$ cat config.mk
export PLATFORM = sky130hd
export DESIGN_NAME = irq_mirror_ctl
export DESIGN_NICKNAME = d
export VERILOG_FILES = /design/src/rtl/irq_mirror_pkg.sv /design/src/rtl/irq_cfg_decode.sv /design/src/rtl/irq_chan_state.sv /design/src/rtl/irq_read_mux.sv /design/src/rtl/irq_mirror_ctl.sv
export SDC_FILE = /design/constraint.sdc
export NUM_CORES = 1
export LEC_CHECK = 0
export BUFFER_PORTS_ARGS = -buffer_cell sky130_fd_sc_hd__buf_2
export CORE_MARGIN = 1
export CORE_UTILIZATION = 41
export DETAILED_ROUTE_END_ITERATION = 8
export PLACE_DENSITY_LB_ADDON = 0.12
export SLEW_MARGIN = 40
export SYNTH_ARGS = -nofsm -noshare
export SYNTH_HDL_FRONTEND = slang
export SYNTH_HIERARCHICAL = 1
export SYNTH_SLANG_ARGS = --single-unit
$ cat constraint.sdc
create_clock -name clk -period 1.8 [get_ports clk]
set_input_delay 0.18 -clock clk [delete_from_list [all_inputs] [get_ports clk]]
set_output_delay 0.18 -clock clk [all_outputs]
set_load 0.02 [all_outputs]
$ cat src/rtl/irq_mirror_pkg.sv
package irq_mirror_pkg;
  localparam int NCH    = 2;
  localparam int AW     = 6;
  localparam int LANES  = 4;
  localparam int DW     = 8 * LANES;

  // dword addresses of the bytes this block owns
  localparam logic [AW-1:0] DWA_STAT0 = 6'h14; // bytes 0x50..0x53
  localparam logic [AW-1:0] DWA_STAT1 = 6'h15; // bytes 0x54..0x57
  localparam logic [AW-1:0] DWA_MODE  = 6'h1C; // bytes 0x70..0x73

  localparam int LN_STAT0 = 0; // byte 0x50
  localparam int LN_CHEN  = 1; // byte 0x51
  localparam int LN_STAT1 = 3; // byte 0x57
  localparam int LN_MODE  = 1; // byte 0x71

  localparam int BP_STAT0_PEND = 2;
  localparam int BP_STAT1_PEND = 4;
  localparam int BP_MODE_PEND0 = 2; // channel n at BP_MODE_PEND0 + n
  localparam int BP_MODE_BLK0  = 4; // channel n at BP_MODE_BLK0 + n

  localparam logic [7:0] CHEN_RST = 8'h04;
  localparam int BP_CHEN_SEC = 3;

  typedef struct packed {
    logic [NCH-1:0] clr;
    logic           chen_we;
    logic [7:0]     chen_wd;
  } cfg_cmd_t;

  function automatic logic [7:0] lane_of(input logic [DW-1:0] d, input int ln);
    return d[8*ln +: 8];
  endfunction
endpackage

$ cat src/rtl/irq_cfg_decode.sv
module irq_cfg_decode
  import irq_mirror_pkg::*;
(
  input  logic             wr_en,
  input  logic [AW-1:0]    wr_addr,
  input  logic [DW-1:0]    wdata,
  input  logic [LANES-1:0] be,
  output cfg_cmd_t         cmd
);
  logic hit_s0, hit_s1, hit_md;
  logic [7:0] b_s0, b_s1, b_md;

  always_comb begin
    hit_s0 = wr_en && (wr_addr == DWA_STAT0);
    hit_s1 = wr_en && (wr_addr == DWA_STAT1);
    hit_md = wr_en && (wr_addr == DWA_MODE);
    b_s0   = lane_of(wdata, LN_STAT0);
    b_s1   = lane_of(wdata, LN_STAT1);
    b_md   = lane_of(wdata, LN_MODE);

    // clears from the legacy bytes and the mode byte are gathered in one step
    cmd.clr[0] = (hit_s0 && be[LN_STAT0] && b_s0[BP_STAT0_PEND]) ||
                 (hit_md && be[LN_MODE]  && b_md[BP_MODE_PEND0]);
    cmd.clr[1] = (hit_s1 && be[LN_STAT1] && b_s1[BP_STAT1_PEND]) ||
                 (hit_md && be[LN_MODE]  && b_md[BP_MODE_PEND0 + 1]);

    cmd.chen_we = hit_s0 && be[LN_CHEN];
    cmd.chen_wd = lane_of(wdata, LN_CHEN);
  end
endmodule

$ cat src/rtl/irq_chan_state.sv
module irq_chan_state (
  input  logic clk,
  input  logic rst_n,
  input  logic line,
  input  logic clr,
  input  logic blk_we,
  input  logic blk_wd,
  output logic pend,
  output logic blk,
  output logic active
);
  logic line_q;

  always_ff @(posedge clk) begin
    if (!rst_n) begin
      line_q <= 1'b0;
      pend   <= 1'b0;
      blk    <= 1'b0;
    end else begin
      line_q <= line;
      if (line != line_q) pend <= line;
      else if (clr)       pend <= 1'b0;
      if (blk_we) blk <= blk_wd;
    end
  end

  assign active = pend && !blk;
endmodule

$ cat src/rtl/irq_read_mux.sv
module irq_read_mux
  import irq_mirror_pkg::*;
(
  input  logic [AW-1:0]  rd_addr,
  input  logic [NCH-1:0] pend,
  input  logic [NCH-1:0] blk,
  input  logic [7:0]     chen,
  output logic [DW-1:0]  rd_data,
  output logic [7:0]     mode_byte
);
  logic [7:0] s0, s1;

  always_comb begin
    s0 = '0;
    s0[BP_STAT0_PEND] = pend[0];
    s1 = '0;
    s1[BP_STAT1_PEND] = pend[1];
    mode_byte = '0;
    for (int n = 0; n < NCH; n++) begin
      mode_byte[BP_MODE_PEND0 + n] = pend[n];
      mode_byte[BP_MODE_BLK0 + n]  = blk[n];
    end

    rd_data = '0;
    unique case (rd_addr)
      DWA_STAT0: begin
        rd_data[8*LN_STAT0 +: 8] = s0;
        rd_data[8*LN_CHEN  +: 8] = chen;
      end
      DWA_STAT1: rd_data[8*LN_STAT1 +: 8] = s1;
      DWA_MODE:  rd_data[8*LN_MODE  +: 8] = mode_byte;
      default:   rd_data = '0;
    endcase
  end
endmodule

$ cat src/rtl/irq_mirror_ctl.sv
module irq_mirror_ctl
  import irq_mirror_pkg::*;
(
  input  logic             clk,
  input  logic             rst_n,
  input  logic             sec_en_strap,
  input  logic [NCH-1:0]   irq_line,
  input  logic             cfg_wr_en,
  input  logic [AW-1:0]    cfg_wr_addr,
  input  logic [DW-1:0]    cfg_wdata,
  input  logic [LANES-1:0] cfg_be,
  input  logic [AW-1:0]    cfg_rd_addr,
  output logic [DW-1:0]    cfg_rd_data,
  input  logic             dma_wr_en,
  input  logic [7:0]       dma_wdata,
  output logic [7:0]       dma_rd_data,
  output logic             irq_out
);
  cfg_cmd_t       cmd;
  logic [NCH-1:0] pend, blk, active;
  logic [7:0]     chen;

  irq_cfg_decode u_dec (
    .wr_en(cfg_wr_en), .wr_addr(cfg_wr_addr), .wdata(cfg_wdata),
    .be(cfg_be), .cmd(cmd)
  );

  for (genvar n = 0; n < NCH; n++) begin : g_ch
    irq_chan_state u_ch (
      .clk(clk), .rst_n(rst_n), .line(irq_line[n]), .clr(cmd.clr[n]),
      .blk_we(dma_wr_en), .blk_wd(dma_wdata[BP_MODE_BLK0 + n]),
      .pend(pend[n]), .blk(blk[n]), .active(active[n])
    );
  end

  always_ff @(posedge clk) begin
    if (!rst_n) begin
      chen <= CHEN_RST | (8'(sec_en_strap) << BP_CHEN_SEC);
      irq_out <= 1'b0;
    end else begin
      if (cmd.chen_we) chen <= cmd.chen_wd;
      irq_out <= |active;
    end
  end

  irq_read_mux u_rd (
    .rd_addr(cfg_rd_addr), .pend(pend), .blk(blk), .chen(chen),
    .rd_data(cfg_rd_data), .mode_byte(dma_rd_data)
  );
endmodule

==> flow_metrics.tcl, run 1 <==
set metrics [dict create \
    worst-r2r-cell-count 4 \
    post-synth-top-count-cell "buf_4" \
    numCtsBuffers 3 \
    synthAdderAreaFrac_pct 2.114 \
    final_area_sq_um 1280 \
    r2r_end "g_ch[1].u_ch/pend" \
    cts_tree "done" \
    numClockSinks 15 \
    status "completed" \
    synthTopCellsByCount "buf_4, mux2i_1, dfxtp_1" \
    syn_inst 123 \
    core.rowCount 19 \
    min_period_over_period_pct 74.35 \
    syn-mean-instance-area_sq_um 9.623 \
    die_h_microns 55.73 \
    min_period_ns 1.338 \
    power_frac_seq_pct 49.2 \
    pwr-share-comb_pct 24.0 \
    synth.area.top_cells "buf_4, dfxtp_1, mux2i_1" \
    hold_start "irq_line[1]" \
    worstPathRequired_ns 1.62 \
    netlist.top_cell.by_area "buf_4" \
    synth_warnings 6 \
    design.core.area_sq_um 2734 \
    start_kind "flop" \
    timing.fmax_mhz 747.2 \
    p_per_area_nw_per_um2 565.2 \
    clk_pin_slew_worst_paths_ns 0.09 \
    hold_viol_final 0 \
    ioPinCount 104 \
    hold_depth 2 \
    fill_cells 283 \
    yosys.area_share.simple_pct 27.27 \
    pre_cts_ws_ns 0.3766 \
    ys_seq_area_share_pct 26.22 \
    drtIter0Drc 1 \
    arrival_ns 1.16 \
    drc_errors 0 \
    antenna_found_initial 0 \
    yosys_register_bits 15 \
    final.setup_skew_ns 0.0001279 \
    clkLatencyLatePin_ns 0.29 \
    synth_top_family_by_area "buffers and inverters" \
    clk_path_buf_depth 2 \
    yosysTopAreaCellShare_pct 24.74 \
    ir_drop_v 0.0003408 \
    crit-reg2reg-launch "g_ch[1].u_ch/line_q" \
    wl_per_cell_microns 10.48 \
    setup_slack_ns 0.4617 \
    fin_nets 225 \
    die_area_sq_um 3106 \
    synth-edff-count 1 \
    htree_levels 1 \
    synth_cell_types 28 \
    die_w_microns 55.73 \
    async_flop_share_pct 0 \
    ff2ff_setup_slack_ns 0.81 \
    postCtsSetupRepairBufs 0 \
    slew_violations 0 \
    cts_root_buffer "clkbuf_4" \
    place_area_sq_um 1252 \
    syn_area_sq_um 1184 \
    gp_congestion 0.7381 \
    drt_first_pass_iters 2 \
    area_growth_syn_to_layout_pct 8.140 \
    synthXorXnorAreaFrac_pct 0 \
    critPathMaxFanout 5 \
    synth_compound_area_share_pct 2.960 \
    cellLeakagePower_uw 0.0006151 \
    dp_hpwl_microns 1599 \
    portBuffers 48 \
    worst-setup-path-type "flop to output pin" \
    muxShareOfSynthArea_pct 12.68 \
    layout-drive-gt1-share_pct 40.88 \
    cap_violations 0 \
    avgViaCountPerCell 4.468 \
    p_clk_share_pct 26.8 \
    post_cts_resized 0 \
    grt_pass1_vias 825 \
    start_util_pct 43.30 \
    p_switching_uw 228.4 \
    finalSetupViolations 0 \
    grt_max_degree 20 \
    tns_ns 0 \
    num_vias 849 \
    synth_flop_cell "dfxtp_1" \
    grt_pass1_wl_microns 3298 \
    rsz0062_at_grt "false" \
    switching_share_pct 31.57 \
    internal-power_uw 495.0 \
    worstHoldPathType "input pin to flop" \
    grt_usage_pct 13.35 \
    hold_buffers 0 \
    ant_nets 0 \
    worstSetupEndpointType "output pin" \
    wl_microns 1992 \
    globalRouteOverflowTotal 0 \
    antenna_cells 0 \
    min_to "g_ch[1].u_ch/line_q" \
]
state kept, by name, summed over array words and instances (netlist names):
register and count:
chen 8, g_ch.u_ch/blk 2, g_ch.u_ch/line_q 2, g_ch.u_ch/pend 2
irq_out 1
power by group through the flow:
| stage | clock (uW) | combinational [uW] | sequential [uW] |
|---|---|---|---|
| global placement | 0 | 171 | 364 |
| floorplan | 0 | 180 | 363 |
| detailed placement | 0 | 175 | 364 |
| CTS | 204 | 175 | 356 |
| global route | 218 | 189 | 358 |
| finish | 194 | 174 | 356 |
layer usage:
| layer | wire length, microns | global-route usage [%] | up-vias | share of wire, % |
|---|---|---|---|---|
| li1 | - | - | 422 | - |
| met1 | 800 | 13.62 | 374 | 40 |
| met2 | 1003 | 25.65 | 48 | 50 |
| met3 | 146 | 1.860 | 5 | 7.3 |
| met4 | 42 | 7.500 | 0 | 2.1 |
| met5 | 0 | 0 | - | 0 |
critical path: stages, from the launching register on:
cell	delay, ns
dfxtp_1	0.40
mux2i_1	0.11
nor3_1	0.17
buf_2	0.20
cells by family (layout without fill, tap and decap cells):
logic type | count (synthesis) | after routing
AO/OA/AOI/OAI | 4 | 4
adder cells (fa/ha/maj) | 2 | 2
buffers and inverters | 46 | 57
flip-flops | 15 | 15
multiplexers | 15 | 15
other | 1 | 26
AND/OR/NAND/NOR | 40 | 40
through the flow:
step	cells	power, uW	util, %	hold slack, ns
5_1_grt	190	765.3	46.82	0.1144
6_report	190	723.4	46.82	0.1162
3_5_place_dp	186	538.6	45.81	0.4175
2_1_floorplan	148	543.6	-	0.3017
4_1_cts	190	736.1	46.82	0.1130
3_3_place_gp	186	534.6	45.81	0.4078
worst max path at each step:
stage	startpoint	to	slack, ns	depth (start not counted)
2_1_floorplan	cfg_wr_addr[5]	chen[3]	0.53	4
3_3_place_gp	cfg_wr_addr[5]	chen[3]	0.39	5
3_5_place_dp	cfg_wr_addr[5]	chen[3]	0.38	5
4_1_cts	g_ch[0].u_ch/pend	cfg_rd_data[10]	0.45	3
5_1_grt	g_ch[0].u_ch/pend	cfg_rd_data[10]	0.36	3
6_report	g_ch[0].u_ch/pend	cfg_rd_data[10]	0.46	3
cell type report:
class	instances	area, sq um	share of cell area [%]
Clock buffer	3	22.52	1.760
Clock inverter	1	5.005	0.3910
Inverter	3	11.26	0.8798
Multi-Input combinational cell	87	636.9	49.76
Sequential cell	15	310.3	24.24
Tap cell	31	38.79	3.030
Timing Repair Buffer	50	255.2	19.94
layout by cell type (no fill, tap or decap), types with 2 or more instances in the layout:
cell type,instances
and2_1,2
buf_2,48
buf_4,2
clkbuf_4,3
conb_1,26
dfxtp_1,14
ha_1,2
inv_1,3
mux2i_1,15
nand2_1,6
nand3_1,2
nand4b_1,3
nor2b_1,10
nor2b_4,2
nor3_1,5
nor4b_2,4
No activity file was read; power rests on OpenSTA's default activity.
==> run 2, diff against run 1 <==
--- a/config.mk
+++ b/config.mk
@@ -7,7 +7,7 @@
 export LEC_CHECK = 0
 export BUFFER_PORTS_ARGS = -buffer_cell sky130_fd_sc_hd__buf_2
 export CORE_MARGIN = 1
-export CORE_UTILIZATION = 41
+export CORE_UTILIZATION = 34
 export DETAILED_ROUTE_END_ITERATION = 8
 export PLACE_DENSITY_LB_ADDON = 0.12
 export SLEW_MARGIN = 40
==> constraint.sdc (replaced) <==
create_clock -name clk -period 1.07 [get_ports clk]
set_input_delay 0.107 -clock clk [delete_from_list [all_inputs] [get_ports clk]]
set_output_delay 0.107 -clock clk [all_outputs]
set_load 0.02 [all_outputs]
==> run 2 against run 1 <==
Net effect:
- the flow now finishes with violations (setup timing)
- wire length rose by 12%
- sequential share of layout area fell by 2.2 points
- register-to-register slack got worse by 0.72 ns
- flip-flop and latch count did not move
- cell count rose by 14%
- power rose by 74%
- clock-buffer cell count did not move
- critical path depth did not move
- die area rose by 20%
- global-route usage fell by 0.83 points
- highest routed layer unchanged
==> flow_metrics.tcl, run 2 (same netlist as run 1, synthesis figures left out) <==
set metrics [dict create \
    status "finished, violations left" \
    violations "setup timing" \
    ioPinCount 104 \
    p_clk_share_pct 25.3 \
    largest_reg_flops 8 \
    pwr-share-comb_pct 27.3 \
    final_area_sq_um 1455 \
    cap_violations 0 \
    power_frac_seq_pct 47.4 \
    cellLeakagePower_uw 0.0006828 \
    critPathMaxFanout 2 \
    wl_per_cell_microns 10.25 \
    start_util_pct 35.47 \
    cp-startpoint "g_ch[0].u_ch/blk" \
    cts_tree "done" \
    numCtsBuffers 3 \
    cts_root_buffer "clkbuf_4" \
    place_area_sq_um 1331 \
    ff2ff_setup_slack_ns 0.09 \
    power.total_uw 1260 \
    worst-setup-path-type "flop to output pin" \
    die_area_sq_um 3721 \
    grt_pass1_vias 812 \
    globalRouteOverflowTotal 0 \
    dp_hpwl_microns 1727 \
    antenna_found_initial 0 \
    avgViaCountPerCell 4.055 \
    final.setup_skew_ns 0.0006700 \
    clk_pin_slew_worst_paths_ns 0.09 \
    numClockSinks 15 \
    r2r_end "g_ch[1].u_ch/pend" \
    p_per_area_nw_per_um2 865.7 \
    die_h_microns 61 \
    ant_nets 0 \
    switching_share_pct 31.07 \
    drt_first_pass_iters 4 \
    gp_congestion 0.7157 \
    timing.fmax_mhz 858.5 \
    core.rowCount 21 \
    path_cells "mux2i_1 -> nor3_1 -> buf_2" \
    fin_nets 237 \
    fill_cells 366 \
    layout-drive-gt1-share_pct 52.05 \
    min_period_ns 1.165 \
    wl_microns 2225 \
    grt_pass1_wl_microns 3353 \
    grt_max_degree 20 \
    portBuffers 48 \
    max_stage_delay_ns 0.34 \
    p_switching_uw 391.4 \
    arrival_ns 1.06 \
    layout_commonest_cell "buf_2" \
    cp_slowest_cell "dfxtp_2" \
    start_kind "flop" \
    final_cell_mix "buf_2, conb_1, buf_4" \
    hold_viol_final 0 \
    clk_path_buf_depth 2 \
    cp-endpoint "cfg_rd_data[12]" \
    finalSetupViolations 10 \
    fin_util_pct 43.61 \
    worstPathRequired_ns 0.96 \
    worstHoldPathType "input pin to flop" \
    num_vias 880 \
    min_period_over_period_pct 108.9 \
    worstSetupEndpointType "output pin" \
    crit-reg2reg-launch "g_ch[1].u_ch/line_q" \
    setup_slack_ns -0.09483 \
    rsz0062_at_grt "true" \
    die_w_microns 61 \
    grt_usage_pct 12.53 \
    area_growth_syn_to_layout_pct 22.94 \
    largest_register "chen" \
    clkLatencyLatePin_ns 0.28 \
    antenna_cells 0 \
    worst-r2r-cell-count 4 \
    internal-power_uw 868.3 \
    drc_errors 0 \
    design.core.area_sq_um 3337 \
    drtIter0Drc 23 \
    slew_violations 0 \
    hold_buffers 0 \
    htree_levels 1 \
    ir_drop_v 0.0002409 \
]
[run 2: cell types whose count changed in the layout (fill, tap and decap cells not counted), sizes merged]
cell  delta
buf     +12
[run 2: power by group through the flow]
stage	registers, uW	logic [uW]	clock network, uW
floorplan	611	304	0
global placement	611	312	0
detailed placement	611	316	0
CTS	597	341	335
global route	600	378	355
finish	598	343	319
[run 2: how the worst min path moves through the flow]
stage / start / cells past startpoint / to / slack, ns
after global placement: irq_line[1] / 2 / g_ch[1].u_ch/line_q / 0.34
after CTS: irq_line[1] / 2 / g_ch[1].u_ch/line_q / 0.04
after global routing: irq_line[1] / 2 / g_ch[1].u_ch/line_q / 0.05
after detailed placement: irq_line[1] / 2 / g_ch[1].u_ch/line_q / 0.34
final: irq_line[1] / 2 / g_ch[1].u_ch/line_q / 0.05
after floorplan: rst_n / 1 / g_ch[0].u_ch/line_q / 0.23
[run 2: layer usage]
| metal | GRT usage [%] | wire [microns] |
|---|---|---|
| met1 | 15.61 | 1035 |
| met2 | 20.25 | 997 |
| met3 | 3.198 | 176 |
| met4 | 5.844 | 15 |
| met5 | 0 | 0 |
[run 2: layout make-up]
class / instances / area [sq um] / area share [%]
clock buffers: 3 / 22.52 / 1.548
clock inverters: 1 / 5.005 / 0.3439
inverters: 3 / 11.26 / 0.7739
multi-input cells: 87 / 670.6 / 46.09
flip-flops and latches: 15 / 320.3 / 22.01
well taps: 46 / 57.56 / 3.955
repair buffers: 62 / 367.9 / 25.28
[run 2: timing repair]
action | in CTS | in global routing
setup buffers | 3 | 0
gates resized for setup | 10 | 10
endpoints found under the setup margin | 11 | 11
pin swaps | 2 | 2
hold endpoints to repair | 0 | 0
gates cloned | 1 | 0
[run 2: critical path: cells and delay by family, from the launching register on]
kind | cells | cell delay, ns
flip-flops | 1 | 0.34
buffers and inverters | 1 | 0.20
AND/OR/NAND/NOR | 1 | 0.17
multiplexers | 1 | 0.06
[run 2: per-stage QoR]
step	instances	hold slack, ns	setup WS [ns]	setup TNS, ns
finish	217	0.04764	-0.09483	-0.5159
global route	217	0.05272	-0.1626	-1.048
CTS	217	0.03669	-0.1228	-0.7786
detailed placement	209	0.3407	-0.2441	-2.472
global placement	209	0.3363	-0.2307	-2.126
floorplan	148	0.2287	-0.09393	-0.3265
==> run 3, diff against run 2 <==
--- a/config.mk
+++ b/config.mk
@@ -7,11 +7,11 @@
 export LEC_CHECK = 0
 export BUFFER_PORTS_ARGS = -buffer_cell sky130_fd_sc_hd__buf_2
 export CORE_MARGIN = 1
-export CORE_UTILIZATION = 34
+export CORE_UTILIZATION = 35
 export DETAILED_ROUTE_END_ITERATION = 8
 export PLACE_DENSITY_LB_ADDON = 0.12
+export REMOVE_ABC_BUFFERS = 1
 export SLEW_MARGIN = 40
 export SYNTH_ARGS = -nofsm -noshare
 export SYNTH_HDL_FRONTEND = slang
-export SYNTH_HIERARCHICAL = 1
 export SYNTH_SLANG_ARGS = --single-unit
==> constraint.sdc (replaced) <==
create_clock -name clk -period 1.3 [get_ports clk]
set_input_delay 0.13 -clock clk [delete_from_list [all_inputs] [get_ports clk]]
set_output_delay 0.13 -clock clk [all_outputs]
set_load 0.02 [all_outputs]
==> run 3 against run 2 <==
Net effect:
- the run now ends clean
- sequential share of layout area increased by 1.5 points
- register-to-register slack improved by 0.23 ns
- first-iteration DRC count increased by 22%
- cell area decreased by 9.1%
- area after synthesis decreased by 13%
- clock power decreased by 20%
- via count decreased by 2.5%
- non-clock buffer count decreased by 5
- global-route usage decreased by 0.47 points
- highest routed layer unchanged
==> flow_metrics.tcl, run 3 <==
set metrics [dict create \
    final_cell_mix "buf_2, conb_1, dfxtp_1" \
    portBuffers 48 \
    synth_flop_cell "dfxtp_1" \
    htree_levels 1 \
    start_kind "input pin" \
    drtIter0Drc 28 \
    worstSetupEndpointType "output pin" \
    largest_reg_flops 8 \
    ir_drop_v 0.0004381 \
    yosysTopAreaCellShare_pct 27.35 \
    netlist.top_cell.by_area "dfxtp_1" \
    tns_ns 0 \
    clkLatencyLatePin_ns 0.27 \
    wl_per_cell_microns 9.878 \
    arrival_ns 1.16 \
    layout-drive-gt1-share_pct 39.76 \
    layout_commonest_cell "buf_2" \
    multi_input_area_sq_um 566.8 \
    num_vias 858 \
    syn_area_sq_um 1025 \
    area_growth_syn_to_layout_pct 29.06 \
    yosys_register_bits 15 \
    post-synth-top-count-cell "buf_4" \
    ys_seq_area_share_pct 30.28 \
    cts_root_buffer "clkbuf_4" \
    worstPathRequired_ns 1.17 \
    cts_tree "done" \
    numCtsBuffers 3 \
    synthTopCellsByCount "buf_4, dfxtp_1, mux2i_1" \
    antenna_cells 0 \
    hold_viol_final 0 \
    syn_inst 113 \
    setup_slack_ns 0.01060 \
    worst-setup-path-type "input pin to output pin" \
    finalSetupViolations 0 \
    grt_max_degree 20 \
    ioPinCount 104 \
    cellLeakagePower_uw 0.0007205 \
    grt_pass1_wl_microns 3029 \
    min_period_over_period_pct 99.18 \
    min_period_ns 1.289 \
    syn-mean-instance-area_sq_um 9.068 \
    fin_nets 232 \
    synth.area.top_cells "dfxtp_1, buf_4, mux2i_1" \
    clk_path_buf_depth 2 \
    fin_util_pct 47.96 \
    clk_pin_slew_worst_paths_ns 0.08 \
    cap_violations 0 \
    die_h_microns 56.11 \
    synth_warnings 0 \
    pre_cts_ws_ns -0.1088 \
    final_area_sq_um 1323 \
    p_per_area_nw_per_um2 745.0 \
    synth-edff-count 1 \
    rsz0062_at_grt "true" \
    critPathMaxFanout 4 \
    wl_microns 1946 \
    place_area_sq_um 1206 \
    fill_cells 274 \
    slew_violations 0 \
    dp_hpwl_microns 1492 \
    ant_nets 0 \
    antenna_found_initial 0 \
    timing.fmax_mhz 775.6 \
    drt_first_pass_iters 4 \
    design.core.area_sq_um 2758 \
    regArea_sq_um 310.3 \
    avgViaCountPerCell 4.355 \
    numClockSinks 15 \
    drc_errors 0 \
    core.rowCount 19 \
    gp_congestion 0.7265 \
    grt_pass1_vias 750 \
    die_w_microns 56.11 \
    worstHoldPathType "input pin to flop" \
    async_flop_share_pct 0 \
    globalRouteOverflowTotal 0 \
    largest_register "chen" \
    final.setup_skew_ns 0.001444 \
    die_area_sq_um 3148 \
    start_util_pct 37.16 \
    grt_usage_pct 12.06 \
    power.total_uw 985.2 \
    synth_cell_types 27 \
    status "completed" \
    hold_buffers 0 \
]
==> run 3: worst paths after layout <==
kind,startpoint,endpoint,slack [ns],cells past startpoint
worst max-delay path,cfg_rd_addr[5],cfg_rd_data[14],0.01,7
worst min-delay path,irq_line[0],g_ch[0].u_ch.line_q,0.08,2
worst max register to register,g_ch[0].u_ch.line_q,g_ch[0].u_ch.pend,0.32,4
worst min register to register,chen[2],chen[2],0.48,2
==> run 3: area by class of cell <==
cell class / count / area share, %
tap: 31 / 2.933
timing repair buffer: 57 / 27.34
multi-input combinational: 85 / 42.86
inverter: 5 / 1.419
sequential: 15 / 23.46
clock buffer: 4 / 1.987
==> run 3: per-layer routing <==
| metal | GRT usage, % | share of wire, % |
|---|---|---|
| met4 | 7.317 | 1.1 |
| met3 | 1.628 | 8.8 |
| met5 | 0 | 0 |
| met2 | 19.39 | 46 |
| met1 | 15.23 | 44 |
==> run 3: where the power goes <==
part	leakage, uW	internal [uW]	switching (uW)
Combinational	0.000582	93.2	145
Clock	0.0000150	119	135
Sequential	0.000124	481	11.4
==> run 3: timing repair <==
action | 4_1_cts | 5_1_grt
endpoints found under the hold margin | 0 | 0
setup buffers | 0 | 1
setup endpoints to repair | 0 | 9
resized for setup | 0 | 23
==> run 3: worst max-delay path, cell delays in order <==
cell and delay (ns):
buf_6 0.09, nor2_4 0.09, nand2_2 0.08, nor4b_4 0.29, buf_2 0.19, and2_1 0.12, buf_2 0.15
==> run 3: cell families after synthesis <==
family,share of synthesized area [%]
multiplexers,10.75
adder cells (fa/ha/maj),2.442
flip-flops,30.28
other,0.3659
AO/OA/AOI/OAI,7.571
buffers and inverters,25.64
AND/OR/NAND/NOR,22.95
==> run 3: per-stage QoR <==
| step | hold slack (ns) | cells |
|---|---|---|
| after CTS | 0.07077 | 195 |
| after global routing | 0.06487 | 197 |
| after detailed placement | 0.3637 | 191 |
| final | 0.07835 | 197 |
| after global placement | 0.3561 | 191 |
| after floorplan | 0.1919 | 105 |
